[src/rtl/scq_pkg.sv]
package scq_pkg;
    typedef enum logic [1:0] {
        ADJ_NONE = 2'd0,
        ADJ_HOLD = 2'd1,
        ADJ_UP   = 2'd2,
        ADJ_DOWN = 2'd3
    } adj_e;
endpackage

[src/rtl/scq_token_ctr.sv]
module scq_token_ctr #(
    parameter int LIM_W = 8
) (
    input  logic             clk,
    input  logic             rst_n,
    input  logic             put_req,
    input  logic             get_req,
    input  logic [LIM_W-1:0] limit,
    output logic             put_stall,
    output logic             get_stall,
    output logic [LIM_W-1:0] occ
);
    typedef struct packed {
        logic [LIM_W-1:0] occ;
    } tok_st_t;

    tok_st_t s_q, s_d;
    logic put_ok, get_ok;

    always_comb begin
        put_ok    = put_req && (s_q.occ < limit);
        get_ok    = get_req && (s_q.occ != '0);
        put_stall = put_req && !put_ok;
        get_stall = get_req && !get_ok;
        s_d       = s_q;
        case ({put_ok, get_ok})
            2'b10:   s_d.occ = s_q.occ + LIM_W'(1);
            2'b01:   s_d.occ = s_q.occ - LIM_W'(1);
            default: s_d.occ = s_q.occ;
        endcase
    end

    always_ff @(posedge clk) begin
        if (!rst_n) s_q <= '0;
        else        s_q <= s_d;
    end

    assign occ = s_q.occ;

    AST_PUT_GROWS: assert property (@(posedge clk) disable iff (!rst_n)
        (put_req && !put_stall && !get_req) |=> occ == $past(occ) + LIM_W'(1));
    AST_NO_UNDERFLOW: assert property (@(posedge clk) disable iff (!rst_n)
        (get_req && get_stall && !put_req) |=> $stable(occ));
    AST_BOTH_KEEP: assert property (@(posedge clk) disable iff (!rst_n)
        (put_req && get_req && !put_stall && !get_stall) |=> $stable(occ));
    AST_STALL_KEEPS: assert property (@(posedge clk) disable iff (!rst_n)
        (put_req && put_stall && !get_req) |=> $stable(occ));
endmodule

[src/rtl/scq_outcome_ctr.sv]
module scq_outcome_ctr #(
    parameter int WIN_W = 8
) (
    input  logic             clk,
    input  logic             rst_n,
    input  logic             pf_valid,
    input  logic             pf_late,
    input  logic [WIN_W-1:0] cfg_window,
    output logic             eval,
    output logic [WIN_W-1:0] late_tot,
    output logic [WIN_W-1:0] useful_tot
);
    typedef struct packed {
        logic [WIN_W-1:0] late;
        logic [WIN_W-1:0] useful;
        logic [WIN_W-1:0] seen;
    } cnt_st_t;

    cnt_st_t s_q, s_d;
    logic [WIN_W-1:0] late_n, useful_n, seen_n;

    always_comb begin
        late_n     = s_q.late   + WIN_W'(pf_valid && pf_late);
        useful_n   = s_q.useful + WIN_W'(pf_valid && !pf_late);
        seen_n     = s_q.seen   + WIN_W'(pf_valid);
        eval       = pf_valid && (seen_n >= cfg_window);
        late_tot   = late_n;
        useful_tot = useful_n;
        if (eval) s_d = '0;
        else      s_d = '{late: late_n, useful: useful_n, seen: seen_n};
    end

    always_ff @(posedge clk) begin
        if (!rst_n) s_q <= '0;
        else        s_q <= s_d;
    end

    AST_WINDOW_CLEAR: assert property (@(posedge clk) disable iff (!rst_n)
        eval |=> (s_q.seen == '0 && s_q.late == '0 && s_q.useful == '0));
    AST_IDLE_KEEPS: assert property (@(posedge clk) disable iff (!rst_n)
        !pf_valid |=> $stable(s_q.seen));
endmodule

[src/rtl/scq_limit_ctl.sv]
module scq_limit_ctl
    import scq_pkg::*;
#(
    parameter int LIM_MIN = 1,
    parameter int LIM_MAX = 128,
    parameter int LIM_W   = 8,
    parameter int WIN_W   = 8
) (
    input  logic             clk,
    input  logic             rst_n,
    input  logic [LIM_W-1:0] cfg_init_limit,
    input  logic             eval,
    input  logic             pbuf_full,
    input  logic [WIN_W-1:0] late_tot,
    input  logic [WIN_W-1:0] useful_tot,
    output logic [LIM_W-1:0] limit
);
    localparam logic [LIM_W-1:0] MIN_V = LIM_W'(LIM_MIN);
    localparam logic [LIM_W-1:0] MAX_V = LIM_W'(LIM_MAX);

    typedef struct packed {
        logic [LIM_W-1:0] limit;
    } lim_st_t;

    lim_st_t s_q, s_d;
    adj_e    adj;
    logic [LIM_W-1:0] init_clamped;

    always_comb begin
        if (cfg_init_limit < MIN_V)      init_clamped = MIN_V;
        else if (cfg_init_limit > MAX_V) init_clamped = MAX_V;
        else                             init_clamped = cfg_init_limit;

        if (!eval)                                   adj = ADJ_NONE;
        else if (pbuf_full)                          adj = ADJ_HOLD;
        else if ({late_tot, 1'b0} > {1'b0, useful_tot}) adj = ADJ_UP;
        else                                         adj = ADJ_DOWN;

        s_d = s_q;
        case (adj)
            ADJ_UP:   if (s_q.limit < MAX_V) s_d.limit = s_q.limit + LIM_W'(1);
            ADJ_DOWN: if (s_q.limit > MIN_V) s_d.limit = s_q.limit - LIM_W'(1);
            default:  s_d = s_q;
        endcase
    end

    always_ff @(posedge clk) begin
        if (!rst_n) s_q.limit <= init_clamped;
        else        s_q       <= s_d;
    end

    assign limit = s_q.limit;

    AST_LIMIT_RANGE: assert property (@(posedge clk) disable iff (!rst_n)
        (limit >= MIN_V && limit <= MAX_V));
    AST_HOLD_FULL: assert property (@(posedge clk) disable iff (!rst_n)
        (eval && pbuf_full) |=> $stable(limit));
    AST_NO_EVAL_STABLE: assert property (@(posedge clk) disable iff (!rst_n)
        !eval |=> $stable(limit));
    AST_STEP_ONE: assert property (@(posedge clk) disable iff (!rst_n)
        eval |=> (limit == $past(limit) || limit == $past(limit) + LIM_W'(1)
                  || limit == $past(limit) - LIM_W'(1)));
endmodule

[src/rtl/slip_ctl_queue.sv]
module slip_ctl_queue #(
    parameter int LIM_MIN = 1,
    parameter int LIM_MAX = 128,
    parameter int WIN_W   = 8,
    localparam int LIM_W  = $clog2(LIM_MAX + 1)
) (
    input  logic             clk,
    input  logic             rst_n,
    input  logic [LIM_W-1:0] cfg_init_limit,
    input  logic [WIN_W-1:0] cfg_window,
    input  logic             put_req,
    input  logic             get_req,
    input  logic             pf_valid,
    input  logic             pf_late,
    input  logic             pbuf_full,
    output logic             put_stall,
    output logic             get_stall,
    output logic [LIM_W-1:0] occupancy,
    output logic [LIM_W-1:0] depth_limit
);
    logic             eval;
    logic [WIN_W-1:0] late_tot, useful_tot;

    scq_token_ctr #(.LIM_W(LIM_W)) u_tok (
        .clk(clk), .rst_n(rst_n), .put_req(put_req), .get_req(get_req),
        .limit(depth_limit), .put_stall(put_stall), .get_stall(get_stall),
        .occ(occupancy)
    );

    scq_outcome_ctr #(.WIN_W(WIN_W)) u_out (
        .clk(clk), .rst_n(rst_n), .pf_valid(pf_valid), .pf_late(pf_late),
        .cfg_window(cfg_window), .eval(eval), .late_tot(late_tot),
        .useful_tot(useful_tot)
    );

    scq_limit_ctl #(.LIM_MIN(LIM_MIN), .LIM_MAX(LIM_MAX), .LIM_W(LIM_W), .WIN_W(WIN_W)) u_lim (
        .clk(clk), .rst_n(rst_n), .cfg_init_limit(cfg_init_limit), .eval(eval),
        .pbuf_full(pbuf_full), .late_tot(late_tot), .useful_tot(useful_tot),
        .limit(depth_limit)
    );

    AST_GET_EMPTY: assert property (@(posedge clk) disable iff (!rst_n)
        (occupancy == '0 && !put_req) |=> occupancy == '0);
endmodule

[config.mk]
export PLATFORM = sky130hd
export DESIGN_NAME = slip_ctl_queue
export DESIGN_NICKNAME = d
export VERILOG_FILES = /design/src/rtl/scq_pkg.sv /design/src/rtl/scq_token_ctr.sv /design/src/rtl/scq_outcome_ctr.sv /design/src/rtl/scq_limit_ctl.sv /design/src/rtl/slip_ctl_queue.sv
export SDC_FILE = /design/constraint.sdc
export NUM_CORES = 1
export LEC_CHECK = 0
export ABC_AREA = 1
export ABC_CLOCK_PERIOD_IN_PS = 7500
export CELL_PAD_IN_SITES_DETAIL_PLACEMENT = 0
export CELL_PAD_IN_SITES_GLOBAL_PLACEMENT = 2
export CORE_ASPECT_RATIO = 0.75
export CORE_MARGIN = 8
export CORE_UTILIZATION = 40
export CTS_CLUSTER_SIZE = 20
export DETAILED_ROUTE_END_ITERATION = 8
export DONT_BUFFER_PORTS = 1
export HOLD_SLACK_MARGIN = 0.15
export MAX_ROUTING_LAYER = met4
export PLACE_DENSITY_LB_ADDON = 0.1
export REMOVE_ABC_BUFFERS = 1
export SYNTH_ARGS = -nofsm -noshare
export SYNTH_HDL_FRONTEND = slang
export SYNTH_HIERARCHICAL = 1
export SYNTH_SLANG_ARGS = --single-unit
[constraint.sdc]
create_clock -name clk -period 7.5 [get_ports clk]
set_input_delay 0.75 -clock clk [delete_from_list [all_inputs] [get_ports clk]]
set_output_delay 0.75 -clock clk [all_outputs]
set_load 0.01 [all_outputs]
=== Word level (Yosys, flattened, before mapping) ===
Index checks and enable logic that the tools add are counted.

* Register bits after elaboration: 40
* Bits of input ports: 23
* Output and inout bits: 18
* Logic and storage cells: 51

* $add $sub $neg: 7
* $lt $le $gt $ge: 7
* Eq/ne operators: 7
* Mux-type cells: 10
* Bitwise gates (word level): 1
* Reduce and logical (&&, ||, !) cells: 14

{| class="wikitable"
|+ Operators with widths
! cell !! count
|-
| 8-bit two-way mux || 5
|-
| 8-bit one-hot mux with 2 select lines || 2
|-
| 8-bit by 1-bit adder with 8-bit output || 3
|-
| 8-bit by 1-bit adder with 8-bit output, second input constant || 2
|-
| 8-bit by 1-bit subtractor with 8-bit output, second input constant || 2
|-
| 9-bit by 8-bit > comparator with 1-bit output || 1
|-
| 8-bit greater-or-equal comparator || 1
|-
| 8-bit by 1-bit > comparator with 1-bit output, second input constant || 1
|-
| 8-bit > comparator, second input constant || 1
|-
| 8-bit by 1-bit < comparator with 1-bit output, second input constant || 1
|-
| 8-bit < comparator || 1
|-
| 8-bit < comparator, second input constant || 1
|-
| 8-bit nonzero test || 1
|-
| 1-bit logical AND || 7
|-
| 2-bit equality test, second input constant || 3
|-
| 3-bit by 2-bit inequality test with 1-bit output, second input constant || 2
|-
| 2-bit two-way mux || 2
|-
| 1-bit logical NOT || 3
|-
| 3-bit by 1-bit inequality test with 1-bit output, second input constant || 1
|-
| 3-bit AND reduction || 1
|-
| 2-bit by 1-bit equality test with 1-bit output, second input constant || 1
|-
| 2-bit nonzero test || 1
|-
| 2-bit OR reduction || 1
|-
| 1-bit two-way mux || 1
|-
| 1-bit inverter || 1
|}

=== Longest topological paths before layout ===
Gate-level depths: netlist of the first run.

* Word-level depth: 10
* Gate-level depth with buffers: 21
* Depth with buffers taken out: 21

=== By module ===
The synthesis of the first run kept the hierarchy.

{| class="wikitable"
|+ By module, submodules not included
! module !! instances !! cells each !! area an instance (sq um) !! seq. area each (sq um)
|-
| scq_outcome_ctr || 1 || 179 || 1395.1 || 480.5
|-
| scq_limit_ctl || 1 || 144 || 1053.5 || 240.2
|-
| scq_token_ctr || 1 || 134 || 884.6 || 160.2
|}

=== Worst setup path before layout of the first run ===
Ideal clock, no wire load.

* Path type: input to register
* From: input pf_valid
* To: register u_lim/limit[0] (netlist name)
* Setup time: 0.272 ns
* Arrival time: 3.013 ns
* Required time: 7.228 ns
* Setup slack: 4.214 ns
* Stages on the path: 19
* Buffers on the path: 0
* Cells stage by stage: ha_1 > ha_1 > nand2_1 > nor2_1 > nand2_1 > xor2_1 > inv_1 > ha_1 > nand2_1 > o21a_1 > nand2_1 > nand2_2 > inv_1 > inv_1 > nor2_4 > nand3_1 > or2_1 > nand3_1 > inv_1

* Elaborated cells on any way between the ends: 17
* Those cells by class: add/sub (3); order compare (2); eq/ne (5); mux (3); reduce/logical (4)

{| class="wikitable"
|+ RTL lines
! item !! RTL line !! RTL
|-
| start: declaration || slip_ctl_queue.sv:13 || <nowiki>input logic pf_valid,</nowiki>
|-
| 8-bit by 1-bit adder with 8-bit output * || scq_outcome_ctr.sv:25 || <nowiki>seen_n = s_q.seen + WIN_W'(pf_valid);</nowiki>
|-
| net u_out.seen_n[6] || scq_outcome_ctr.sv:20 || <nowiki>logic [WIN_W-1:0] late_n, useful_n, seen_n;</nowiki>
|-
| 8-bit greater-or-equal comparator * || scq_outcome_ctr.sv:26 || <nowiki>eval = pf_valid && (seen_n >= cfg_window);</nowiki>
|-
| 1-bit logical AND * || scq_outcome_ctr.sv:26 ||
|-
| net eval || slip_ctl_queue.sv:21 || <nowiki>logic eval;</nowiki>
|-
| 2-bit two-way mux * || scq_limit_ctl.sv:34 || <nowiki>if (!eval) adj = ADJ_NONE;</nowiki>
|-
| 2-bit equality test || scq_limit_ctl.sv:40 || <nowiki>case (adj)</nowiki>
|-
| 3-bit by 2-bit inequality test with 1-bit output (no source line) / 3-bit by 1-bit inequality test with 1-bit output (equally long branches) || - ||
|-
| 3-bit AND reduction (no source line) * || - ||
|}

The timed path passes the listed nets; every way through them passes the cells marked *.
A chain may end at the register's enable or synchronous reset.

=== Worst setup path in the final report of the first run ===
* From: input pf_valid
* To: register u_lim/limit[3] (netlist name)

* Elaborated cells on any way between the ends: 17
* Those cells by class: add/sub (3); order compare (2); eq/ne (5); mux (3); reduce/logical (4)

{| class="wikitable"
|+ RTL lines
! item !! RTL line
|-
| 8-bit by 1-bit adder with 8-bit output * || scq_outcome_ctr.sv:25
|-
| net u_out.seen_n[6] || scq_outcome_ctr.sv:20
|-
| 8-bit greater-or-equal comparator * || scq_outcome_ctr.sv:26
|-
| 1-bit logical AND * || scq_outcome_ctr.sv:26
|-
| net eval || slip_ctl_queue.sv:21
|-
| 2-bit two-way mux * || scq_limit_ctl.sv:34
|-
| 2-bit equality test || scq_limit_ctl.sv:40
|-
| 3-bit by 2-bit inequality test with 1-bit output (no source line) / 3-bit by 1-bit inequality test with 1-bit output (equally long branches) || -
|-
| 3-bit AND reduction (no source line) * || -
|}

Marked as above.

==> flow_summary.yaml, run 1 <==
cells_and_area:
  syn2layout_area_growth_pct: 4.73
  drive_gt1_share_pct: 12.0
  num_antenna_cells: 0
  final_cell_area_sq_mm: 0.00349
  finalNetCount: 520
detailed_routing:
  num_vias: 2585
  viasPerCell: 4.56
  drt_wl_total_microns: 6790
  initialDrtViolationCount: 93
  firstDrtPassIters: 4
  drc_errors: 0
  wl_per_cell_microns: 12.0
  ant_nets: 0
clock_tree:
  clock-sinks: 40
  cts_max_level: 2
  cts_made_buffers: 5
  cts_tree: "built"
  ctsRootBufferMaster: "clkbuf_8"
  post_cts_buffers: 0
  cts_buffer_depth: 2
  cts_resized: 0
  clkTransAtPathRegs_ps: 80
  clock_latency_ps: 280
  hold_buffers: 0
setup_path:
  crit_arrival_ps: 3240
  cp.required_ps: 7510
  cp-end-kind: "flip-flop"
  rrSetupSlack_ps: 4420
  crit_fanout: 10
  worstSetupStartpointType: "input port"
  worstSetupPathType: "in -> reg"
power:
  seqPwrFrac_pct: 37.4
  cellLeakagePower_uw: 0.00170
  pwr-share-clk_pct: 17.9
  vdd_drop_max_v: 0.000136
  swShare_pct: 42.3
  pwr-share-comb_pct: 44.8
  switching_power_uw: 351
  intPower_uw: 479
  power_density_mw_per_mm2: 238
floorplan:
  initial_utilization_pct: 40.3
  pin_count: 41
  die-area_sq_mm: 0.0115
  die_h_microns: 95.1
  die_w_microns: 121
  core_area_sq_mm: 0.00827
  rows: 29
synth:
  yosys_warnings: 6
  synth_edf_count: 8
  synth_area_leaders: "dfxtp_1 19%, ha_1 14%, inv_1 11%, nand2_1 8.8%, edfxtp_1 7.2%"
  syn-instance-count: 457
  synth_area_per_cell_sq_um: 7.29
  synthesis.area_sq_mm: 0.00333
  yosysSeqAreaShare_pct: 26.4
  async_flop_share_pct: 0
  ys_ff_latch: 40
  post_synth_num_cell_types: 37
  ys.flop_type: "dfxtp_1"
  synth_top_area_share_pct: 19.2
  synth_common_cells: "96 x inv_1, 78 x nand2_1, 41 x nor2_1, 38 x ha_1, 33 x nand3_1"
  post-synth-top-count-cell: "inv_1"
  yosysTopAreaCell: "dfxtp_1"
place:
  gp_congestion: 0.817
  io_buffers: 0
  hpwl_microns: 5490
  dpl_cell_area_sq_mm: 0.00340
global_route:
  antenna_found_initial: 0
  first_global_vias: 2531
  track_usage_pct: 12.8
  grt-ovfl-total: 0
  grt_pass1_wl_microns: 11700
  grt_start_max_net_pins: 26
sta:
  fin_crit_ps: 3230
  fin_setup_tns_ps: 0
  max_freq_ghz: 0.309
  max_slew_margin_pct: 67.6
  setup_viol: 0
  hold_viol_final: 0
  finalMaxSlewViolations: 0
  skew_ps: 4.30
  tightestPinTransition_ps: 485
  rsz0062_at_grt: "false"
  finalCritPeriodShare_pct: 43.1
run:
  maxCapViolCount: 0
outcome:
  status: "finished clean"
hold_path:
  min_path_type: "reg -> reg"
final cells by class:
class / instances / area, sq um
clock buffers: 8 / 90.1
flip-flops and latches: 40 / 881
well taps: 108 / 135
multi-input cells: 313 / 2020
inverters: 98 / 368
fillers: 872 / 4780
path summary, 6_finish.rpt:
path,startpoint,to,depth (start not counted)
setup / recovery,pf_valid,u_lim/limit[3],19
hold / removal,u_out/s_q[7],u_out/s_q[7],2
setup reg to reg,u_out/s_q[0],u_lim/limit[3],19
hold reg to reg,u_out/s_q[7],u_out/s_q[7],2
per-stage QoR:
stage               hold slack (ps)  util, %  power, uW  setup slack [ps]  std cells
finish                          524     42.2        829              4270        567
global route                    577     42.2        917              3900        567
CTS                             532     42.2        842              4260        567
detailed placement              507     41.1        689              3970        559
global placement                505     41.1        690              4020        559
floorplan                       488        -        610              4210        451
sequential cells by signal, summed over array words and instances, names as in the netlist:
register and flops:
u_lim/limit 8, u_tok/occ 8, u_out/s_q 24
routing by layer:
| metal | share of wire [%] | vias up | GRT usage, % |
|---|---|---|---|
| li1 | - | 1426 | - |
| met5 | 0 | - | - |
| met2 | 42 | 39 | 19.4 |
| met4 | 0.68 | 0 | 2.76 |
| met1 | 51 | 1118 | 16.9 |
| met3 | 5.6 | 2 | 3.20 |
placed cells by master (no fill, tap or decap), types with 2 or more instances in the layout:
cell      count
a21oi_1      11
clkbuf_1      2
clkbuf_8      6
dfxtp_1      32
edfxtp_1      8
ha_1         38
inv_1        96
nand2_1      78
nand2_2       6
nand2_4       3
nand3_1      33
nand3_2       3
nand3b_1      4
nand4_1      11
nor2_1       41
nor2_2       22
nor2_4        5
nor3_1        4
nor3_2        4
nor4_1        2
o211ai_1      2
o21a_1        2
o21ai_0       6
o21ai_1       2
or2_1         2
or2_4         2
xnor2_1       5
xor2_1       21
power by group through the flow:
stage	logic (uW)	clock network [uW]	registers, uW
2_1_floorplan	314	0	297
3_3_place_gp	373	0	317
3_5_place_dp	372	0	317
4_1_cts	376	155	312
5_1_grt	433	165	318
6_report	371	148	310
worst max-delay path, cell delays in order:
cell and delay, ps:
ha_1 200, ha_1 200, nand2_1 100, nor2_1 60, nand2_1 70, xor2_1 220, inv_1 70, ha_1 270
nand2_1 60, o21a_1 180, nand2_1 80, nand2_2 70, inv_1 50, inv_1 60, nor2_4 220, nand3_1 100
or2_1 230, nand3_1 80, inv_1 150
cells by family (layout without fill, tap and decap cells):
logic type	after synthesis	count (layout)	synth area share [%]
simple gates	221	221	33.9
buf+inv	104	106	13.1
flops	40	40	26.4
fa+ha+maj	39	39	14.9
xor+xnor	27	27	7.32
compound gates	26	26	4.47
No activity file was read; power rests on OpenSTA's default activity.
==> run 2, diff against run 1 <==
- ABC_CLOCK_PERIOD_IN_PS: 7500 -> 2590
- CORE_UTILIZATION: 40 -> 33
- clock period: 7.5 -> 2.59 ns (I/O delays scaled with it)
==> flow_summary.yaml, run 2 (synthesized netlist as in run 1, its figures left out) <==
sta:
  tightestPinTransition_ps: 503
  finalMaxSlewViolations: 0
  skew_ps: 11.1
  finalCritPeriodShare_pct: 101
  rsz0062_at_grt: "true"
  hold_viol_final: 0
  max_slew_margin_pct: 66.4
  fin_setup_tns_ps: -107
  fin_crit_ps: 2600
  setup_ws_ps: -13.2
  max_freq_ghz: 0.384
  setup_viol: 9
cells_and_area:
  syn2layout_area_growth_pct: 34.0
  largest_reg_flops: 24
  layout.cells.most_common: "inv_1"
  fin_cells: 657
  finalNetCount: 586
  num_antenna_cells: 0
  layout_common_cells: "91 x inv_1, 68 x nand2_1, 58 x buf_4"
  final_cell_area_sq_mm: 0.00447
  drive_gt1_share_pct: 33.7
  top_register: "u_out/s_q"
clock_tree:
  cts_max_level: 2
  clock_latency_ps: 280
  cts_buffer_depth: 2
  cts_tree: "built"
  cts_made_buffers: 5
  clock-sinks: 40
  ctsRootBufferMaster: "clkbuf_16"
  clkTransAtPathRegs_ps: 60
detailed_routing:
  num_vias: 2880
  viasPerCell: 4.38
  ant_nets: 0
  drt_wl_total_microns: 8220
  wl_per_cell_microns: 12.5
  drc_errors: 0
  firstDrtPassIters: 4
  initialDrtViolationCount: 138
floorplan:
  initial_utilization_pct: 34.2
  die-area_sq_mm: 0.0136
  core_area_sq_mm: 0.00974
  rows: 31
  die_w_microns: 132
  pin_count: 41
  die_h_microns: 103
global_route:
  grt-ovfl-total: 0
  antenna_found_initial: 0
  track_usage_pct: 12.4
  grt_start_max_net_pins: 22
  grt_pass1_wl_microns: 13100
  first_global_vias: 2717
setup_path:
  worstSetupPathType: "reg -> reg"
  cpMaxStageDelayCell: "dfxtp_2"
  crit_arrival_ps: 2640
  max_stage_delay_ps: 330
  cp-end-kind: "flip-flop"
  cp.required_ps: 2630
  path_cells: "ha_4, ha_4, nand2_4, nor2_4, nand2_2, xor2_2, inv_1, ha_1, nand2_1, o21a_1, nand2_1, nand2_2, inv_2, inv_2, nor2_4, nand3_1, or2_1, nand3_2, inv_4"
  worstSetupStartpointType: "flip-flop"
  crit_fanout: 8
power:
  vdd_drop_max_v: 0.000287
  power_density_mw_per_mm2: 726
  cellLeakagePower_uw: 0.00213
place:
  hpwl_microns: 6440
  dpl_cell_area_sq_mm: 0.00384
  io_buffers: 0
  gp_congestion: 0.811
  dp_cells: 636
outcome:
  status: "finished, violations left"
  violations: "negative setup slack"
run:
  maxCapViolCount: 0
hold_path:
  min_path_type: "in -> reg"
==> run 2: cell count changes in the layout (fill, tap and decap cells not counted), moves of 6 or more <==
cell      change
clkbuf_8      -6
ha_4         +11
nand2_1      -10
nand3_2      +12
nand2_2       +8
ha_1         -13
nand3_1      -12
buf_6         +6
buf_4        +58
==> run 2: metrics by stage <==
stage / util, % / setup WS, ps / total power, uW / hold slack, ps
3_5_place_dp: 39.5 / -207 / 2260 / 415
3_3_place_gp: 39.5 / -184 / 2250 / 411
6_report: 45.9 / -13.2 / 3240 / 216
2_1_floorplan: - / -215 / 1770 / 397
4_1_cts: 43.0 / -64.7 / 2990 / 209
5_1_grt: 45.9 / -212 / 3500 / 234
==> run 2: where the power goes <==
group          total (uW)  switching, uW  internal (uW)
registers             778           55.1            723
logic                1770            968            805
clock network         693            240            453
total                3240           1260           1980
==> run 2: path summary, 6_finish.rpt <==
path | to | from | depth (start not counted) | slack (ps)
max | u_lim/limit[7] | u_out/s_q[0] | 19 | -10
min | u_lim/limit[5] | rst_n | 2 | 220
max reg2reg | u_lim/limit[7] | u_out/s_q[0] | 19 | -10
min reg2reg | u_tok/occ[0] | u_tok/occ[0] | 2 | 550
==> run 2: layer usage <==
metal | up-vias | share of wire (%) | track usage, %
li1 | 1559 | - | -
met1 | 1274 | 52 | 16.4
met2 | 40 | 43 | 18.6
met3 | 7 | 3.9 | 2.58
met4 | 0 | 1.2 | 3.87
met5 | - | 0 | -
==> run 2: layout make-up <==
type                            instances  area [sq um]
Fill cell                            1001          5270
Clock inverter                          2          35.0
Sequential cell                        40           882
Clock buffer                            6           129
Inverter                               98           370
Tap cell                              132           165
Timing Repair Buffer                   66           533
Multi-Input combinational cell        313          2350
==> run 2: worst max-delay path: cells and delay by family, from the launching register on <==
family / cells / cell delay [ps]
xor gates and xnor gates: 1 / 170
DFF: 1 / 330
adders and majority gates: 3 / 550
buffers and inverters: 4 / 210
AOI/OAI and AO/OA: 1 / 170
and+or+nand+nor: 10 / 920
==> run 2: timing repair <==
action	CTS	global route
hold endpoints to repair	5	0
endpoints found under the setup margin	20	21
hold buffers	1	0
pin swaps	13	50
gates resized for setup	29	47
buffers inserted	4	8
